==> config.mk <==
export PLATFORM = sky130hd
export DESIGN_NAME = blit_param_bank
export DESIGN_NICKNAME = d
export VERILOG_FILES = /design/src/rtl/blit_pkg.sv /design/src/rtl/bp_master_bank.sv /design/src/rtl/bp_seq.sv /design/src/rtl/bp_advance.sv /design/src/rtl/blit_param_bank.sv
export SDC_FILE = /design/constraint.sdc
export NUM_CORES = 1
export LEC_CHECK = 0
export ABC_AREA = 1
export CORE_MARGIN = 2
export CORE_UTILIZATION = 45
export DETAILED_ROUTE_END_ITERATION = 8
export PLACE_DENSITY = 0.68
export REMOVE_ABC_BUFFERS = 1
export SLEW_MARGIN = 10
export SYNTH_ARGS = -nofsm -noshare
export SYNTH_HDL_FRONTEND = slang
export SYNTH_SLANG_ARGS = --single-unit
==> constraint.sdc <==
create_clock -name clk -period 15.9 [get_ports clk]
set_input_delay 4.77 -clock clk [delete_from_list [all_inputs] [get_ports clk]]
set_output_delay 4.77 -clock clk [all_outputs]
set_load 0.01 [all_outputs]
==> src/rtl/blit_pkg.sv <==
package blit_pkg;
  localparam int NREG    = 7;
  localparam int IX_DSTX = 0;
  localparam int IX_DSTY = 1;
  localparam int IX_SRCY = 2;
  localparam int IX_WID  = 3;
  localparam int IX_HGT  = 4;
  localparam int IX_ERR  = 5;
  localparam int IX_MODE = 6;
  localparam int MB_GLYPH = 0;
  localparam int MB_UP    = 1;
  localparam int MB_VEC   = 2;
  typedef logic [2:0] reg_addr_t;
endpackage

==> src/rtl/bp_master_bank.sv <==
module bp_master_bank
  import blit_pkg::*;
#(
  parameter int W = 16
) (
  input  logic                     clk,
  input  logic                     rst_n,
  input  logic                     wr_en,
  input  reg_addr_t                wr_addr,
  input  logic [W-1:0]             wr_data,
  input  logic                     accept,
  input  logic                     clr_flags,
  output logic [NREG-1:0][W-1:0]   mst_q,
  output logic [NREG-1:0]          flag_q
);
  logic [NREG-1:0][W-1:0] mst_d;
  logic [NREG-1:0]        flag_d;

  for (genvar i = 0; i < NREG; i++) begin : g_reg
    logic hit;
    always_comb begin
      hit       = wr_en && accept && (wr_addr == reg_addr_t'(i));
      mst_d[i]  = hit ? wr_data : mst_q[i];
      flag_d[i] = hit ? 1'b1 : (clr_flags ? 1'b0 : flag_q[i]);
    end
    always_ff @(posedge clk or negedge rst_n) begin
      if (!rst_n) begin
        mst_q[i]  <= '0;
        flag_q[i] <= 1'b0;
      end else begin
        mst_q[i]  <= mst_d[i];
        flag_q[i] <= flag_d[i];
      end
    end
  end

  AST_DROP_KEEPS_FRONT: assert property (@(posedge clk) disable iff (!rst_n)
    (wr_en && !accept) |=> $stable(mst_q));
endmodule

==> src/rtl/bp_seq.sv <==
module bp_seq (
  input  logic clk,
  input  logic rst_n,
  input  logic start,
  input  logic eng_done,
  input  logic wr_en,
  output logic xfer,
  output logic busy_q,
  output logic pend_q,
  output logic err_q
);
  logic busy_d, pend_d, err_d;

  always_comb begin
    xfer   = (pend_q && eng_done) ||
             (start && !pend_q && (!busy_q || eng_done));
    pend_d = pend_q ? !eng_done : (start && busy_q && !eng_done);
    busy_d = xfer ? 1'b1 : (eng_done ? 1'b0 : busy_q);
    err_d  = err_q || (wr_en && pend_q);
  end

  always_ff @(posedge clk or negedge rst_n) begin
    if (!rst_n) begin
      busy_q <= 1'b0;
      pend_q <= 1'b0;
      err_q  <= 1'b0;
    end else begin
      busy_q <= busy_d;
      pend_q <= pend_d;
      err_q  <= err_d;
    end
  end

  AST_PEND_NEEDS_BUSY: assert property (@(posedge clk) disable iff (!rst_n)
    pend_q |-> busy_q);
  AST_ERR_STICKY: assert property (@(posedge clk) disable iff (!rst_n)
    err_q |=> err_q);
  AST_IDLE_AFTER_DONE: assert property (@(posedge clk) disable iff (!rst_n)
    (eng_done && !pend_q && !start) |=> !busy_q);
endmodule

==> src/rtl/bp_advance.sv <==
module bp_advance
  import blit_pkg::*;
#(
  parameter int W = 16
) (
  input  logic [NREG-1:0][W-1:0] slv,
  input  logic [NREG-1:0][W-1:0] mst,
  input  logic [NREG-1:0]        flag,
  output logic [NREG-1:0][W-1:0] nxt
);
  logic [W-1:0]           mode_new;
  logic                   glyph, up, vec;
  logic [NREG-1:0][W-1:0] carry;

  function automatic logic [W-1:0] vstep(input logic [W-1:0] base,
                                         input logic [W-1:0] h,
                                         input logic dn);
    return dn ? (base - h) : (base + h);
  endfunction

  always_comb begin
    mode_new = flag[IX_MODE] ? mst[IX_MODE] : slv[IX_MODE];
    glyph    = mode_new[MB_GLYPH];
    up       = mode_new[MB_UP];
    vec      = mode_new[MB_VEC];
    carry    = slv;
    if (!vec) begin
      if (glyph) begin
        carry[IX_DSTX] = slv[IX_DSTX] + slv[IX_WID];
      end else begin
        carry[IX_DSTY] = vstep(slv[IX_DSTY], slv[IX_HGT], up);
        carry[IX_SRCY] = vstep(slv[IX_SRCY], slv[IX_HGT], up);
      end
    end
  end

  for (genvar i = 0; i < NREG; i++) begin : g_sel
    assign nxt[i] = flag[i] ? mst[i] : carry[i];
  end
endmodule

==> src/rtl/blit_param_bank.sv <==
module blit_param_bank
  import blit_pkg::*;
#(
  parameter int W = 16
) (
  input  logic         clk,
  input  logic         rst_n,
  input  logic         wr_en,
  input  logic [2:0]   wr_addr,
  input  logic [W-1:0] wr_data,
  input  logic         start,
  input  logic         eng_done,
  input  logic         eng_wb,
  input  logic [W-1:0] eng_wb_x,
  input  logic [W-1:0] eng_wb_y,
  input  logic [W-1:0] eng_wb_err,
  output logic         eng_go,
  output logic [2:0]   status,
  output logic [W-1:0] dst_x,
  output logic [W-1:0] dst_y,
  output logic [W-1:0] src_y,
  output logic [W-1:0] width,
  output logic [W-1:0] height,
  output logic [W-1:0] init_err,
  output logic [W-1:0] mode
);
  logic [1:0]             rst_sync;
  logic                   rst_i;
  logic                   xfer, busy_q, pend_q, err_q;
  logic [NREG-1:0][W-1:0] mst_q, adv, slv_q, slv_d;
  logic [NREG-1:0]        flag_q;
  logic                   go_q;

  always_ff @(posedge clk or negedge rst_n) begin
    if (!rst_n) rst_sync <= 2'b00;
    else        rst_sync <= {rst_sync[0], 1'b1};
  end
  assign rst_i = rst_sync[1];

  bp_seq u_seq (
    .clk(clk), .rst_n(rst_i), .start(start), .eng_done(eng_done),
    .wr_en(wr_en), .xfer(xfer), .busy_q(busy_q), .pend_q(pend_q), .err_q(err_q)
  );

  bp_master_bank #(.W(W)) u_front (
    .clk(clk), .rst_n(rst_i), .wr_en(wr_en), .wr_addr(wr_addr),
    .wr_data(wr_data), .accept(!pend_q), .clr_flags(xfer),
    .mst_q(mst_q), .flag_q(flag_q)
  );

  bp_advance #(.W(W)) u_adv (
    .slv(slv_q), .mst(mst_q), .flag(flag_q), .nxt(adv)
  );

  always_comb begin
    slv_d = slv_q;
    if (xfer) begin
      slv_d = adv;
    end else if (eng_wb) begin
      slv_d[IX_DSTX] = eng_wb_x;
      slv_d[IX_DSTY] = eng_wb_y;
      slv_d[IX_ERR]  = eng_wb_err;
    end
  end

  always_ff @(posedge clk or negedge rst_i) begin
    if (!rst_i) begin
      slv_q <= '0;
      go_q  <= 1'b0;
    end else begin
      slv_q <= slv_d;
      go_q  <= xfer;
    end
  end

  assign eng_go   = go_q;
  assign status   = {pend_q, err_q, busy_q};
  assign dst_x    = slv_q[IX_DSTX];
  assign dst_y    = slv_q[IX_DSTY];
  assign src_y    = slv_q[IX_SRCY];
  assign width    = slv_q[IX_WID];
  assign height   = slv_q[IX_HGT];
  assign init_err = slv_q[IX_ERR];
  assign mode     = slv_q[IX_MODE];

  AST_BACK_HOLDS: assert property (@(posedge clk) disable iff (!rst_i)
    (!xfer && !eng_wb) |=> $stable(slv_q));
  AST_GO_MEANS_BUSY: assert property (@(posedge clk) disable iff (!rst_i)
    eng_go |-> busy_q);
  AST_GO_SINGLE: assert property (@(posedge clk) disable iff (!rst_i)
    (eng_go && !pend_q) |=> !eng_go);
  AST_PEND_CLEAR_COPIES: assert property (@(posedge clk) disable iff (!rst_i)
    (pend_q && eng_done) |=> (eng_go && !pend_q));
endmodule

==> results of run 1 <==
==> layout by cell type, fill, tap and decap left out, types with 12 or more instances in the layout <==
master,n
dfrtp_1,236
xor2_1,13
nand2_1,393
ha_1,24
a21oi_1,105
nor2_1,152
o211ai_1,21
a31oi_1,20
clkbuf_16,27
o21ai_0,153
nand3_1,89
inv_1,135
mux2_2,15
xnor2_1,12
nand2_2,28
clkdlybuf4s50_1,188
==> power groups by stage <==
stage                     registers, uW  clock network, uW  logic [uW]
after global placement             1010                  0        1870
after global routing               1020                643        2160
after detailed placement           1000                  0        1890
final                              1000                609        1910
after CTS                           999                620        1910
after floorplan                    1010                  0        1220
==> critical path, cell delays in order <==
cell             delay (ps)
clkdlybuf4s50_1         460
inv_1                    50
o21ai_0                 150
o21ai_4                  90
buf_4                   260
inv_2                   270
buf_4                   500
o211ai_1                170
nand2_1                 480
clkinv_1                580
nor2_1                  230
a31oi_1                  70
==> routing by layer <==
metal / wire length, um / vias to the layer above
li1: - / 5530
met1: 17470 / 5369
met5: 0 / -
met3: 2498 / 54
met4: 970 / 0
met2: 16810 / 349
==> kinds of logic after synthesis <==
group / after synthesis / synth area share [%]
flops: 237 / 47.32
xor+xnor: 26 / 1.877
mux: 15 / 1.348
fa+ha+maj: 27 / 2.875
other cells: 1 / 0.02992
buf+inv: 210 / 6.539
compound gates: 354 / 15.69
simple gates: 711 / 24.31
==> registers in the layout, indices dropped and copies added, names as in the netlist <==
register and count:
dst_y 16, eng_go 1, src_y 16, init_err 16
height 16, u_front.flag_q 7, rst_sync 2, width 16
u_seq.err_q 1, mode 16, u_front.mst_q 112, dst_x 16
u_seq.busy_q 1, u_seq.pend_q 1
==> layout make-up <==
| type | count | area, um2 |
|---|---|---|
| clock buffer | 38 | 777.0 |
| clock inverter | 10 | 92.59 |
| fill | 2625 | 12040 |
| inverter | 147 | 551.8 |
| multi-input combinational | 1134 | 5804 |
| sequential | 237 | 5934 |
| tap | 378 | 473.0 |
| timing repair buffer | 198 | 1957 |
==> stage by stage <==
step	setup slack, ps	util (%)	power [uW]
final	8194	56.43	3523
after global routing	7888	56.43	3823
after CTS	8261	56.43	3524
after detailed placement	7700	53.28	2898
after global placement	7809	53.28	2876
after floorplan	6583	-	2234
==> worst max-delay path by stage <==
stage	startpoint	to	slack [ps]
floorplan	start	width[0]$_DFFE_PN0P_	6580
global placement	eng_done	dst_x[2]$_DFFE_PN0P_	7810
detailed placement	eng_done	dst_x[1]$_DFFE_PN0P_	7700
CTS	eng_done	dst_x[1]$_DFFE_PN0P_	8260
global route	eng_done	dst_x[4]$_DFFE_PN0P_	7890
finish	eng_done	dst_x[1]$_DFFE_PN0P_	8190
==> results.py, run 1 <==
metrics = {
    "placed_design": {
        "placedCellCount": 2094,
        "place_area_mm2": 0.01472,
        "dp_hpwl_um": 27690,
        "gp_congestion": 0.9188,
        "port_buffers": 188,
    },
    "clocking": {
        "cts_hold_repair.buffers": 0,
        "post_cts_buffers": 0,
        "ctsLongestPathBuffers": 3,
        "cts_resized": 0,
        "htreeDepth": 1,
        "root_buffer": "clkbuf_16",
        "cts_tree": "done",
        "cts_buffers": 26,
        "cts_sinks": 237,
        "clk_transition_reported_paths_ps": 70,
        "insertion_delay_ps": 540,
    },
    "timing": {
        "whs_ps": 269.9,
        "fin_setup_tns_ps": 0,
        "hold_violations": 0,
        "final_max_slew_viol_count": 0,
        "period_share_pct": 48.46,
        "worstMarginPinSlew_ps": 1164,
        "final.setup_skew_ps": 17.93,
        "setup_viol": 0,
        "slew_headroom_pct": 22.18,
        "grt_setup_unrepaired": "no",
        "max_freq_mhz": 129.8,
        "fin_crit_ps": 7706,
    },
    "logic_synthesis": {
        "yosysSeqAreaShare_pct": 47.32,
        "synth_cells": 1581,
        "synth_edf_count": 0,
        "syn_avg_cell_area_um2": 7.927,
        "ys_types": 50,
        "ys.flop_type": "dfrtp_1",
        "ys_warn_count": 0,
        "yosysMostFrequentCell": "nand2_1",
        "yosys.area.top_type": "dfrtp_1",
        "synth_top_area_share_pct": 47.32,
        "async_flop_share_pct": 100.0,
        "synth_commonest_cells": "nand2_1 (393), dfrtp_1 (237), nor2_1 (153), o21ai_0 (153), inv_1 (136)",
        "ys_ff_latch": 237,
        "ys_top_cells_by_area": "dfrtp_1 (47%), nand2_1 (12%), o21ai_0 (6.1%), nor2_1 (4.6%), a21oi_1 (4.2%)",
        "syn_area_mm2": 0.01253,
    },
    "detailed_routing": {
        "postRouteAntennaNets": 0,
        "wire_per_inst_um": 17.62,
        "drt-initial-drc-count": 1055,
        "drc": 0,
        "wl_um": 37750,
        "vias_per_cell": 5.276,
        "drtPass1Iterations": 5,
        "num_vias": 11300,
    },
    "layout": {
        "nets": 1844,
        "layout-drive-gt1-share_pct": 7.937,
        "syn_to_final_growth_pct": 24.40,
        "fin_area_mm2": 0.01559,
        "fin_cells": 2142,
        "diodes": 0,
    },
    "global_route": {
        "grt_max_degree": 81,
        "met2_usage_pct": 41.24,
        "grt.busiest_layer": "met2",
        "grt_util_met3_pct": 4.372,
        "grt-ovfl-total": 0,
        "grt_pass1_vias": 10840,
        "antenna_found_initial": 2,
        "grt_util_met1_pct": 37.80,
        "gr-usage-all-layers_pct": 26.26,
        "grt_pass1_wl_um": 59490,
    },
    "pwr": {
        "power.density_mw_per_mm2": 225.9,
        "combPwrFrac_pct": 54.3,
        "p_leak_uw": 0.007464,
        "swShare_pct": 44.48,
        "switchingPower_uw": 1567,
        "ir_drop_v": 0.0001070,
        "internal_power_uw": 1956,
        "power.clock.fraction_pct": 17.3,
        "seq_power_share_pct": 28.4,
    },
    "floorplanning": {
        "dieWidth_um": 170.9,
        "core_area_mm2": 0.02763,
        "num_io_pins": 189,
        "fp-row-count": 61,
        "dieArea_mm2": 0.02920,
        "die_h_um": 170.9,
        "initial_utilization_pct": 45.36,
    },
    "setup_path": {
        "crit_type": "input port to register",
        "ff2ff_path_depth": 10,
        "start_kind": "input port",
        "critPathCaptureType": "register",
        "worstPathArrival_ps": 8100,
        "worst-path-max-fanout": 45,
        "cp.required_ps": 16290,
        "rr_endpoint": "dst_x[1]$_DFFE_PN0P_",
        "rrSetupSlack_ps": 12210,
        "r2r-start": "u_seq.pend_q$_DFF_PN0_",
    },
    "hold_path": {
        "hp-class": "register to asynchronous set/reset pin",
    },
    "job": {
        "cap_viol_max_count": 0,
    },
    "run_status": {
        "outcome": "finished, final reports clean",
    },
}
(Power assumes the default switching activity.)
==> run 2, diff against run 1 <==
clock period = 7.5 ns   (was 15.9 ns; I/O delays follow)
==> run 2 against run 1 <==
Against the previous run: clock power up 120%; die area unchanged; power up 110%; clock skew up 3.4 ps; utilization up 0.14 points; worst hold slack better by 88 ps; routed wire length down 0.30%; largest power group unchanged; cell count about the same.
==> results.py, run 2 (synthesized netlist as in run 1, its figures left out) <==
metrics = {
    "run_status": {
        "outcome": "finished, final reports clean",
    },
    "timing": {
        "whs_ps": 358.1,
        "setup_viol": 0,
        "period_share_pct": 64.19,
        "fin_crit_ps": 4814,
        "worstMarginPinSlew_ps": 1175,
        "final_max_slew_viol_count": 0,
        "hold_violations": 0,
        "slew_headroom_pct": 21.47,
        "grt_setup_unrepaired": "no",
        "final.setup_skew_ps": 21.35,
        "fin_setup_tns_ps": 0,
        "max_freq_mhz": 207.7,
    },
    "setup_path": {
        "path_common_cell": "nand2_1",
        "cp.required_ps": 7910,
        "cp_num_cells": 10,
        "cpPeakStageDelay_ps": 590,
        "worst-path-max-fanout": 60,
        "crit_end": "dst_x[8]$_DFFE_PN0P_",
        "ff2ff_path_depth": 20,
        "crit_chain": "clkdlybuf4s50_1 > inv_1 > o21ai_0 > o21ai_4 > buf_4 > nand2_1 > nand2_1 > clkinv_1 > nor2_1 > a21oi_1",
        "cpMaxStageDelayCell": "buf_4",
        "worst-path-buf-inv": 4,
        "critPathCaptureType": "register",
        "r2r-start": "u_front.flag_q[6]$_DFFE_PN0P_",
        "crit_family": "buffers and inverters",
        "start_kind": "input port",
        "rr_endpoint": "dst_y[15]$_DFFE_PN0P_",
        "crit_path_start": "eng_done",
        "rrSetupSlack_ps": 3830,
        "crit_type": "input port to register",
        "worstPathArrival_ps": 5220,
    },
    "clocking": {
        "post_cts_buffers": 0,
        "ctsLongestPathBuffers": 3,
        "cts_hold_repair.buffers": 0,
        "root_buffer": "clkbuf_16",
        "clk_transition_reported_paths_ps": 70,
        "cts_resized": 0,
        "insertion_delay_ps": 540,
        "cts_sinks": 237,
        "cts_buffers": 26,
        "cts_tree": "done",
        "htreeDepth": 1,
    },
    "layout": {
        "final_common_cell": "nand2_1",
        "layout-drive-gt1-share_pct": 8.059,
        "fin_area_mm2": 0.01563,
        "largest_register_ffs": 112,
        "nets": 1842,
        "final.fill_count": 2598,
        "diodes": 0,
        "mostFrequentLayoutCells": "nand2_1 (393), dfrtp_1 (236), clkdlybuf4s50_1 (188), o21ai_0 (153), nor2_1 (152)",
        "regMostFlops": "u_front.mst_q",
        "syn_to_final_growth_pct": 24.71,
        "utilization_pct": 56.57,
    },
    "placed_design": {
        "place_area_mm2": 0.01471,
        "gp_congestion": 0.9373,
        "dp_hpwl_um": 27340,
        "port_buffers": 188,
    },
    "floorplanning": {
        "initial_utilization_pct": 45.36,
        "dieArea_mm2": 0.02920,
        "num_io_pins": 189,
        "die_h_um": 170.9,
        "core_area_mm2": 0.02763,
        "dieWidth_um": 170.9,
        "fp-row-count": 61,
    },
    "pwr": {
        "p_leak_uw": 0.007467,
        "internal_power_uw": 4184,
        "power.density_mw_per_mm2": 481.4,
        "ir_drop_v": 0.0002564,
        "power.clock.fraction_pct": 18.0,
        "seq_power_share_pct": 28.3,
        "combPwrFrac_pct": 53.7,
        "switchingPower_uw": 3340,
        "swShare_pct": 44.39,
    },
    "detailed_routing": {
        "drc": 0,
        "wl_um": 37630,
        "drt-initial-drc-count": 859,
        "postRouteAntennaNets": 0,
        "num_vias": 11280,
        "wire_per_inst_um": 17.59,
        "drtPass1Iterations": 5,
        "vias_per_cell": 5.270,
    },
    "global_route": {
        "grt_pass1_vias": 11070,
        "grt_pass1_wl_um": 59920,
        "gr-usage-all-layers_pct": 26.20,
        "grt_max_degree": 182,
        "antenna_found_initial": 3,
        "grt-ovfl-total": 0,
    },
    "hold_path": {
        "hp-class": "register to register",
    },
    "job": {
        "cap_viol_max_count": 0,
    },
}
[run 2: cell count changes in the layout (fill, tap and decap cells not counted)]
cell and change:
nand3_2 +1, nand3_1 -1, buf_12 +1, bufinv_16 +2, inv_8 +1, a21oi_2 -1, clkbuf_8 -4, buf_4 -3
clkinv_4 -1, clkinvlp_4 +4, clkbuf_1 -4, a21oi_1 +1, inv_6 +2
[run 2: routing by layer]
layer  global-route usage [%]  up-vias  wire [um]
met1                    37.68     5353      17270
met3                    4.511       61       2571
met2                    41.40      351      16870
li1                         -     5510          -
met5                        0        -         13
met4                    6.338        2        900
[run 2: through the flow]
stage	instances	worst slack (ps)	total power, uW
finish	2140	2686	7523
global placement	2092	2284	6080
CTS	2140	2684	7525
floorplan	1518	406.3	4736
detailed placement	2092	2136	6133
global route	2140	2432	8167
[run 2: worst reg2reg max path, stage by stage, from the launching register on]
cell	delay (ps)
dfrtp_1	490
inv_2	110
nand2_2	70
nand2_4	260
inv_1	220
o21ai_0	680
ha_1	370
nand2_1	70
nor2_1	40
a211oi_1	190
inv_1	110
nand3_1	90
nand2_1	130
nand2_1	90
nand2_1	140
nand3_1	150
nand3_1	70
nand2_1	60
nand3_1	60
nand2_1	120
a21oi_2	50
[run 2: final cells by class]
cell class / count / area (um2) / area share (%)
Inverter: 147 / 551.8 / 3.531
Clock buffer: 30 / 706.9 / 4.523
Timing Repair Buffer: 196 / 1954 / 12.51
Sequential cell: 237 / 5934 / 37.97
Clock inverter: 18 / 202.7 / 1.297
Multi-Input combinational cell: 1134 / 5806 / 37.15
Tap cell: 378 / 473.0 / 3.026
[run 2: power groups by stage]
stage               Combinational (uW)  Sequential (uW)  Clock [uW]
global route                      4560             2180        1430
detailed placement                4000             2130           0
floorplan                         2590             2140           0
global placement                  3940             2140           0
finish                            4040             2130        1350
CTS                               4030             2120        1380
[run 2: worst min-delay path by stage]
| stage | startpoint | end | slack, ps | cells past startpoint |
|---|---|---|---|---|
| floorplan | rst_sync[0]$_DFF_PN0_ | rst_sync[1]$_DFF_PN0_ | 330 | 0 |
| global placement | rst_sync[0]$_DFF_PN0_ | rst_sync[1]$_DFF_PN0_ | 340 | 0 |
| detailed placement | rst_sync[0]$_DFF_PN0_ | rst_sync[1]$_DFF_PN0_ | 340 | 0 |
| CTS | rst_sync[0]$_DFF_PN0_ | rst_sync[1]$_DFF_PN0_ | 360 | 0 |
| global route | rst_sync[0]$_DFF_PN0_ | rst_sync[1]$_DFF_PN0_ | 380 | 0 |
| finish | rst_sync[0]$_DFF_PN0_ | rst_sync[1]$_DFF_PN0_ | 360 | 0 |
==> run 3, diff against run 2 <==
clock period = 4.8 ns   (was 7.5 ns; I/O delays follow)
==> run 3 against run 2 <==
Against the previous run: sequential share of layout area shrank 0.23 points; flip-flop and latch count is the same; routed wire length grew 0.92%; combinational power grew 56%; global-route usage grew 0.37 points; worst hold slack lost 1.2 ps; critical path type is now register to register.
==> results.py, run 3 (synthesized netlist as in run 1, its figures left out) <==
metrics = {
    "setup_path": {
        "path_common_cell": "nand2_1",
        "crit_chain": "inv_2 > nand2_2 > nand2_4 > inv_1 > o21ai_0 > ha_1 > nand2_1 > nor2_1 > a211oi_1 > inv_1 > nand3_1 > nand2_1 > nand2_1 > nand2_1 > nand3_1 > nand3_1 > nand2_1 > nand3_1 > nand2_1 > a21oi_2",
        "crit_path_start": "u_front.flag_q[6]$_DFFE_PN0P_",
        "ff2ff_path_depth": 20,
        "worstPathArrival_ps": 4060,
        "rr_endpoint": "dst_y[15]$_DFFE_PN0P_",
        "cp.required_ps": 5210,
        "r2r-start": "u_front.flag_q[6]$_DFFE_PN0P_",
        "critPathCaptureType": "register",
        "crit_type": "register to register",
        "cpPeakStageDelay_ps": 670,
        "worst-path-max-fanout": 23,
        "cpMaxStageDelayCell": "o21ai_0",
        "start_kind": "register",
        "rrSetupSlack_ps": 1160,
    },
    "floorplanning": {
        "core_area_mm2": 0.02763,
        "num_io_pins": 189,
        "initial_utilization_pct": 45.36,
        "dieWidth_um": 170.9,
        "dieArea_mm2": 0.02920,
        "die_h_um": 170.9,
        "fp-row-count": 61,
    },
    "clocking": {
        "ctsLongestPathBuffers": 3,
        "insertion_delay_ps": 540,
        "cts_resized": 0,
        "root_buffer": "clkbuf_16",
        "cts_sinks": 237,
        "cts_buffers": 27,
        "post_cts_buffers": 0,
        "htreeDepth": 1,
        "cts_tree": "done",
        "clk_transition_reported_paths_ps": 70,
        "cts_hold_repair.buffers": 0,
    },
    "pwr": {
        "seq_power_share_pct": 28.2,
        "p_leak_uw": 0.007528,
        "power.density_mw_per_mm2": 749.1,
        "combPwrFrac_pct": 53.6,
        "ir_drop_v": 0.0003364,
        "switchingPower_uw": 5173,
        "swShare_pct": 43.91,
        "power.clock.fraction_pct": 18.2,
        "internal_power_uw": 6607,
    },
    "global_route": {
        "grt_pass1_wl_um": 60330,
        "grt_max_degree": 101,
        "antenna_found_initial": 0,
        "gr-usage-all-layers_pct": 26.56,
        "grt_pass1_vias": 11160,
        "grt-ovfl-total": 0,
    },
    "timing": {
        "final_max_slew_viol_count": 0,
        "worstMarginPinSlew_ps": 1005,
        "grt_setup_unrepaired": "no",
        "fin_crit_ps": 3643,
        "final.setup_skew_ps": 14.32,
        "hold_violations": 0,
        "setup_viol": 0,
        "slew_headroom_pct": 32.84,
        "period_share_pct": 75.89,
        "max_freq_mhz": 274.5,
    },
    "placed_design": {
        "placedCellCount": 2102,
        "gp_congestion": 0.9573,
        "port_buffers": 188,
        "dp_hpwl_um": 27990,
    },
    "detailed_routing": {
        "vias_per_cell": 5.293,
        "wl_um": 37980,
        "drtPass1Iterations": 5,
        "num_vias": 11380,
        "drc": 0,
        "postRouteAntennaNets": 0,
        "wire_per_inst_um": 17.67,
        "drt-initial-drc-count": 945,
    },
    "layout": {
        "regArea_mm2": 0.005934,
        "largest_register_ffs": 112,
        "utilization_pct": 56.92,
        "diodes": 0,
        "fin_cells": 2150,
        "final.fill_count": 2584,
        "multi_input_area_mm2": 0.005801,
        "syn_to_final_growth_pct": 25.48,
        "regMostFlops": "u_front.mst_q",
        "mostFrequentLayoutCells": "nand2_1 (393), dfrtp_1 (236), clkdlybuf4s50_1 (188), o21ai_0 (153), nor2_1 (152)",
        "layout-drive-gt1-share_pct": 8.352,
        "nets": 1853,
        "final_common_cell": "nand2_1",
    },
    "hold_path": {
        "holdPathStages": 0,
        "hp-start": "rst_sync[0]$_DFF_PN0_",
        "whs_endpoint": "rst_sync[1]$_DFF_PN0_",
        "hp-class": "register to register",
    },
    "run_status": {
        "outcome": "finished, final reports clean",
    },
    "job": {
        "cap_viol_max_count": 0,
    },
}
==> run 3: cell types whose count changed in the layout (fill, tap and decap cells not counted), moves of 2 or more <==
| cell | previous run | this run |
|---|---|---|
| clkinvlp_4 | 5 | 3 |
| clkinv_4 | 3 | 1 |
| buf_4 | 7 | 16 |
| clkbuf_1 | 1 | 4 |
==> run 3: layout make-up <==
cell class              count  area share (%)
flip-flops and latches    237           37.74
multi-input cells        1134           36.89
inverters                 147           3.509
well taps                 378           3.008
clock inverters            14           1.217
clock buffers              34           4.655
repair buffers            206           12.99
==> run 3: power groups by stage <==
stage,Combinational [uW],Clock (uW),Sequential (uW)
final,6320,2140,3320
after floorplan,4050,0,3350
after global routing,7160,2270,3390
after detailed placement,6280,0,3330
after global placement,6190,0,3330
after CTS,6310,2180,3310
==> run 3: routing by layer <==
metal	global-route usage, %	wire [um]	vias up
li1	-	-	5524
met1	37.61	17290	5457
met2	42.44	17340	341
met5	0	0	-
met3	4.256	2366	57
met4	7.443	995	0
==> run 3: stage by stage <==
step / total power (uW) / setup WS, ps / instance area (um2) / setup TNS (ps) / hold WS (ps)
5_1_grt: 12820 / 914.4 / 15730 / 0 / 365.4
3_5_place_dp: 9611 / 852.6 / 14800 / 0 / 338.0
4_1_cts: 11800 / 1192 / 15730 / 0 / 360.2
2_1_floorplan: 7400 / -2294 / 12260 / -627910 / 331.2
3_3_place_gp: 9516 / 864.9 / 14800 / 0 / 341.6
6_report: 11780 / 1157 / 15730 / 0 / 356.9
==> run 3: critical path, delay by kind of cell, from the launching register on <==
| family | cells | cell delay, ps |
|---|---|---|
| AND/OR/NAND/NOR | 13 | 1340 |
| AO/OA/AOI/OAI | 3 | 880 |
| flip-flops | 1 | 490 |
| adder cells (fa/ha/maj) | 1 | 360 |
| buffers and inverters | 3 | 460 |
==> run 3: worst max-delay path by stage <==
stage                                 end  slack, ps
global placement     dst_x[2]$_DFFE_PN0P_        860
floorplan            dst_x[0]$_DFFE_PN0P_      -2290
global route         dst_y[7]$_DFFE_PN0P_        910
detailed placement   dst_x[2]$_DFFE_PN0P_        850
CTS                 dst_y[15]$_DFFE_PN0P_       1190
finish              dst_y[15]$_DFFE_PN0P_       1160
